--- src/rtl/fes_pkg.sv ---
package fes_pkg;
    localparam int unsigned FES_BLOCKS = 8;

    typedef enum logic [1:0] {
        ST_IDLE  = 2'd0,
        ST_ISSUE = 2'd1,
        ST_WAIT  = 2'd2
    } fes_state_e;

    function automatic logic rose(input logic now_v, input logic prev_v);
        return now_v & ~prev_v;
    endfunction
endpackage

--- src/rtl/fes_pick.sv ---
module fes_pick #(
    parameter int unsigned W  = 9,
    parameter int unsigned IW = 4
) (
    input  logic [W-1:0]  vec,
    output logic [IW-1:0] idx,
    output logic          any
);
    always_comb begin
        idx = '0;
        for (int i = W - 1; i >= 0; i--) begin
            if (vec[i]) idx = IW'(i);
        end
    end

    assign any = |vec;
endmodule

--- src/rtl/fes_indet.sv ---
module fes_indet #(
    parameter int unsigned W  = 9,
    parameter int unsigned IW = 4
) (
    input  logic          clk,
    input  logic          rst,
    input  logic          set_en,
    input  logic          clr_en,
    input  logic [IW-1:0] idx,
    output logic [W-1:0]  flags
);
    for (genvar g = 0; g < W; g++) begin : g_flag
        always_ff @(posedge clk) begin
            if (rst)                                  flags[g] <= 1'b0;
            else if (set_en && idx == IW'(g))         flags[g] <= 1'b1;
            else if (clr_en && idx == IW'(g))         flags[g] <= 1'b0;
        end
    end

    // a flag may only appear in the cycle after an abort hit
    assert_set_only_abort_R9: assert property (@(posedge clk) disable iff (rst)
        !set_en |=> ((flags & ~$past(flags)) == '0));
endmodule

--- src/rtl/flash_erase_seq.sv ---
module flash_erase_seq
    import fes_pkg::*;
#(
    parameter int unsigned NUM_BLK = FES_BLOCKS,
    parameter int unsigned IDX_W   = $clog2(NUM_BLK + 1)
) (
    input  logic               clk,
    input  logic               rst,
    input  logic               erase_mode,
    input  logic [NUM_BLK-1:0] sel_mask,
    input  logic [NUM_BLK-1:0] lock_mask,
    input  logic               shadow_mode,
    input  logic               start,
    input  logic               abort,
    input  logic               blk_done,
    output logic [IDX_W-1:0]   cur_blk,
    output logic               erase_stb,
    output logic               seq_done,
    output logic [NUM_BLK:0]   indet
);
    localparam int unsigned     SET_W      = NUM_BLK + 1;
    localparam logic [IDX_W-1:0] SHADOW_IDX = IDX_W'(NUM_BLK);

    typedef struct packed {
        logic [SET_W-1:0] pend;
        logic [SET_W-1:0] granted;
    } job_t;

    fes_state_e       state;
    job_t             job_q;
    logic             mode_d;
    logic             armed;
    logic             accept;
    logic [SET_W-1:0] new_set;
    logic [IDX_W-1:0] pick_idx;
    logic             pick_any;
    logic             ab_hit;
    logic             cmp_hit;

    assign accept  = (state == ST_IDLE) && start && erase_mode && armed;
    assign new_set = shadow_mode ? {1'b1, {NUM_BLK{1'b0}}}
                                 : {1'b0, sel_mask & ~lock_mask};
    assign ab_hit  = (state == ST_WAIT) && abort;
    assign cmp_hit = (state == ST_WAIT) && !abort && blk_done;

    fes_pick #(.W(SET_W), .IW(IDX_W)) pick_i (
        .vec (job_q.pend),
        .idx (pick_idx),
        .any (pick_any)
    );

    fes_indet #(.W(SET_W), .IW(IDX_W)) indet_i (
        .clk    (clk),
        .rst    (rst),
        .set_en (ab_hit),
        .clr_en (cmp_hit),
        .idx    (cur_blk),
        .flags  (indet)
    );

    // arming: the mode edge must precede start
    always_ff @(posedge clk) begin
        if (rst) begin
            mode_d <= 1'b0;
            armed  <= 1'b0;
        end else begin
            mode_d <= erase_mode;
            if (!erase_mode)                 armed <= 1'b0;
            else if (rose(erase_mode, mode_d)) armed <= 1'b1;
            else if (accept)                 armed <= 1'b0;
        end
    end

    always_ff @(posedge clk) begin
        if (rst) begin
            state     <= ST_IDLE;
            job_q     <= '0;
            cur_blk   <= '0;
            erase_stb <= 1'b0;
            seq_done  <= 1'b0;
        end else begin
            erase_stb <= 1'b0;
            seq_done  <= 1'b0;
            unique case (state)
                ST_IDLE: begin
                    if (accept) begin
                        job_q.granted <= new_set;
                        job_q.pend    <= new_set;
                        if (new_set == '0) seq_done <= 1'b1;
                        else               state    <= ST_ISSUE;
                    end
                end
                ST_ISSUE: begin
                    if (abort) begin
                        job_q.pend <= '0;
                        state      <= ST_IDLE;
                    end else if (!pick_any) begin
                        seq_done <= 1'b1;
                        state    <= ST_IDLE;
                    end else begin
                        cur_blk   <= pick_idx;
                        erase_stb <= 1'b1;
                        state     <= ST_WAIT;
                    end
                end
                ST_WAIT: begin
                    if (abort) begin
                        job_q.pend <= '0;
                        state      <= ST_IDLE;
                    end else if (blk_done) begin
                        job_q.pend <= job_q.pend & ~(SET_W'(1) << cur_blk);
                        state      <= ST_ISSUE;
                    end
                end
                default: state <= ST_IDLE;
            endcase
        end
    end

    // checker state: last strobed index within the current sequence
    logic [IDX_W-1:0] last_idx;
    logic             seen_stb;
    always_ff @(posedge clk) begin
        if (rst || accept) begin
            last_idx <= '0;
            seen_stb <= 1'b0;
        end else if (erase_stb) begin
            last_idx <= cur_blk;
            seen_stb <= 1'b1;
        end
    end

    assert_stb_in_set_R2: assert property (@(posedge clk) disable iff (rst)
        erase_stb |-> |(job_q.granted & (SET_W'(1) << cur_blk)));

    assert_ascending_R3: assert property (@(posedge clk) disable iff (rst)
        (erase_stb && seen_stb) |-> (cur_blk > last_idx));

    assert_shadow_idx_R4: assert property (@(posedge clk) disable iff (rst)
        (erase_stb && job_q.granted[NUM_BLK]) |-> (cur_blk == SHADOW_IDX));

    assert_stb_pulse_R1: assert property (@(posedge clk) disable iff (rst)
        erase_stb |=> !erase_stb);

    assert_done_pulse_R7: assert property (@(posedge clk) disable iff (rst)
        seq_done |=> !seq_done);

    assert_abort_quiet_R8: assert property (@(posedge clk) disable iff (rst)
        ab_hit |=> (!seq_done && !erase_stb));
endmodule

--- config.mk ---
export PLATFORM = sky130hd
export DESIGN_NAME = flash_erase_seq
export DESIGN_NICKNAME = d
export VERILOG_FILES = /design/src/rtl/fes_pkg.sv /design/src/rtl/fes_pick.sv /design/src/rtl/fes_indet.sv /design/src/rtl/flash_erase_seq.sv
export SDC_FILE = /design/constraint.sdc
export NUM_CORES = 1
export LEC_CHECK = 0
export BUFFER_PORTS_ARGS = -buffer_cell sky130_fd_sc_hd__buf_2
export CAP_MARGIN = 10
export CORE_MARGIN = 1.5
export CORE_UTILIZATION = 50
export CTS_CLUSTER_DIAMETER = 60
export CTS_CLUSTER_SIZE = 40
export DETAILED_ROUTE_END_ITERATION = 16
export PLACE_DENSITY = 0.76
export SETUP_SLACK_MARGIN = 0.1
export SLEW_MARGIN = 20
export SYNTH_ARGS = -nofsm -noshare
export SYNTH_HDL_FRONTEND = slang
export SYNTH_SLANG_ARGS = --single-unit
--- constraint.sdc ---
create_clock -name clk -period 2.36 [get_ports clk]
set_clock_uncertainty 0.05 [all_clocks]
set_input_delay 0.708 -clock clk [delete_from_list [all_inputs] [get_ports clk]]
set_output_delay 0.708 -clock clk [all_outputs]
set_load 0.01 [all_outputs]
==> results.ini <==
[route]
ant_nets=0
wl_per_cell_um=14.83
wirelength_um=3663
vias=1467
drt_iter0_markers=59
drc=4
dr.pass1.iters=10
via_per_inst=5.939

[grt]
antenna_found_initial=0
first_global_vias=1345
grt_max_degree=23
grt_pass1_wl_um=6072
grtUsageTotal_pct=23.52
gr-total-overflow=0

[logic_synthesis]
yosysUniqueCellTypes=44
synthesis.area_um2=1493
yosysMostFrequentCell=dfxtp_1
synth_common_cells=dfxtp_1 (28), o21ai_0 (19), nand2_1 (14), nor2_1 (14)
yosysSeqAreaShare_pct=37.55
ys_warn_count=0
synth_top_area_share_pct=37.55
syn_area_per_cell_um2=8.202
yosys.area.top_type=dfxtp_1
synth-edff-count=0
syn-num-nets=209
async_flop_share_pct=0
ys.flop_type=dfxtp_1
synth_seq_cells=28
netlist_top_cells_area=dfxtp_1 (38%), o21ai_0 (6.4%), nor2b_1 (5.4%)
syn_inst=182

[hold_path]
hp-class=reg -> reg
min_from=mode_d$_SDFF_PP0_

[setup_path]
rr_worst_depth=7
crit_fanout=11
crit_path_end=job_q[11]$_SDFFE_PP0P_
cp-start-kind=flip-flop
startpoint=state[0]$_SDFFE_PP0P_
critPathKind=reg -> reg
timing.rr.start=state[0]$_SDFFE_PP0P_
required_ns=2.60
reg2reg_setup_slack_ns=0.47
crit_arrival_ns=2.13
r2r-end=job_q[11]$_SDFFE_PP0P_
crit_path_end_kind=flip-flop

[floorplan]
rows=19
die-area_um2=3322
core_region_area_um2=2805
io_pins=38
initial_utilization_pct=53.21
fp.dieW_um=57.64
die_h_um=57.64

[timing]
fmax_mhz=529.3
finalMaxSlewViolations=0
worst_pin_slew_ns=0.5121
fin_crit_ns=1.889
setup_violations=0
rsz0062_at_grt=false
period_share_pct=80.05
finalHoldViolations=0
fin_setup_tns_ns=0
max-slew-margin-rel_pct=65.38

[clock_tree]
ctsHoldBuffers=0
cts-buffers-inserted=3
clkSinkCount=28
cts_tree=yes
post_cts_buffers=0
cts_resized=0
clockBufferDepth=2
insertion_delay_ns=0.33
path_clk_slew_ns=0.15
cts.htree.levels=1
clockRootBuffer=clkbuf_4

[pwr]
ir_worst_vdd_uv=350.1
finalPower_uw=979.0
powerDensity_nw_per_um2=560.5
leakage_nw=0.7002

[job]
cap_violations=0

[placement]
port_buffers=37
dpl.hpwl_um=2767
globalplace.congestion=0.7925

[outcome]
outcome=finished, violations left
failed_checks=DRC

[cells_and_area]
final_nets=244
diodes=0
drive_gt1_share_pct=23.15
area_growth_pct=17.02

## registers in the layout, indices dropped and copies added (netlist names)
signal         cells
indet_i.flags      9
erase_stb          1
seq_done           1
job_q              9
armed              1
mode_d             1
cur_blk            4
state              2
## how the worst min path moves through the flow
| stage | endpoint | slack [ns] | cells past startpoint |
|---|---|---|---|
| after floorplan | armed$_SDFFE_PP0P_ | 0.34 | 1 |
| after global placement | armed$_SDFFE_PP0P_ | 0.34 | 1 |
| after detailed placement | armed$_SDFFE_PP0P_ | 0.40 | 1 |
| after CTS | armed$_SDFFE_PP0P_ | 0.42 | 1 |
| after global routing | armed$_SDFFE_PP0P_ | 0.43 | 1 |
| final | armed$_SDFFE_PP0P_ | 0.41 | 1 |
## critical path, stage by stage (launching register included)
cell      delay (ns)
dfxtp_1         0.39
inv_1           0.09
ha_1            0.31
nor2b_1         0.17
o21bai_1        0.12
buf_4           0.18
and3_1          0.35
a32o_1          0.18
## area by class of cell
cell class	instances	area, um^2
inverter	6	22.52
clock inverter	1	30.03
multi-input combinational	139	872.1
timing repair buffer	39	200.2
clock buffer	3	22.52
sequential	28	560.5
fill	256	1059
tap	31	38.79
## cells in the final DEF (no fill, tap or decap), drive strengths merged, types with 2 or more instances in the layout
master and n:
buf 39, dfxtp 28, o21ai 19, nor2 14, nand2 14, nor2b 13
nand3 13, a21oi 13, a32o 8, nand2b 7, inv 5, ha 4
nor3 3, clkbuf 3, nand4b 2, or4 2, nor4 2, a211oi 2
or2 2, and2b 2
## report_power, final
group / switching (mW) / internal [mW] / total (mW)
clock network: 0.142 / 0.172 / 0.314
registers: 0.00681 / 0.482 / 0.489
logic: 0.102 / 0.0740 / 0.176
## cells by family after synthesis
logic type	Yosys count	synth area share [%]
AND/OR/NAND/NOR	79	28.67
AO/OA/AOI/OAI	54	24.98
flip-flops	28	37.55
buffers and inverters	15	4.023
adder cells (fa/ha/maj)	4	3.353
multiplexers	2	1.425
## layer usage
layer	GRT usage (%)	vias to the layer above	wire [um]
met1	30.31	693	1631
met5	0	-	0
li1	-	729	-
met4	8.970	0	63
met2	39.77	39	1811
met3	3.571	6	157
## per-stage QoR
stage                     instance area (um^2)  utilization (%)  cells  setup WS, ns  hold slack (ns)
after global routing                      1747            62.27    247        0.3384           0.4259
after global placement                    1694            60.39    243        0.3505           0.3449
after floorplan                           1493                -    182        0.5851           0.3431
after CTS                                 1747            62.27    247        0.4801           0.4171
final                                     1747            62.27    247        0.4707           0.4118
after detailed placement                  1694            60.39    243        0.2898           0.3975
Note: power is estimated with default switching activity, not from simulation.
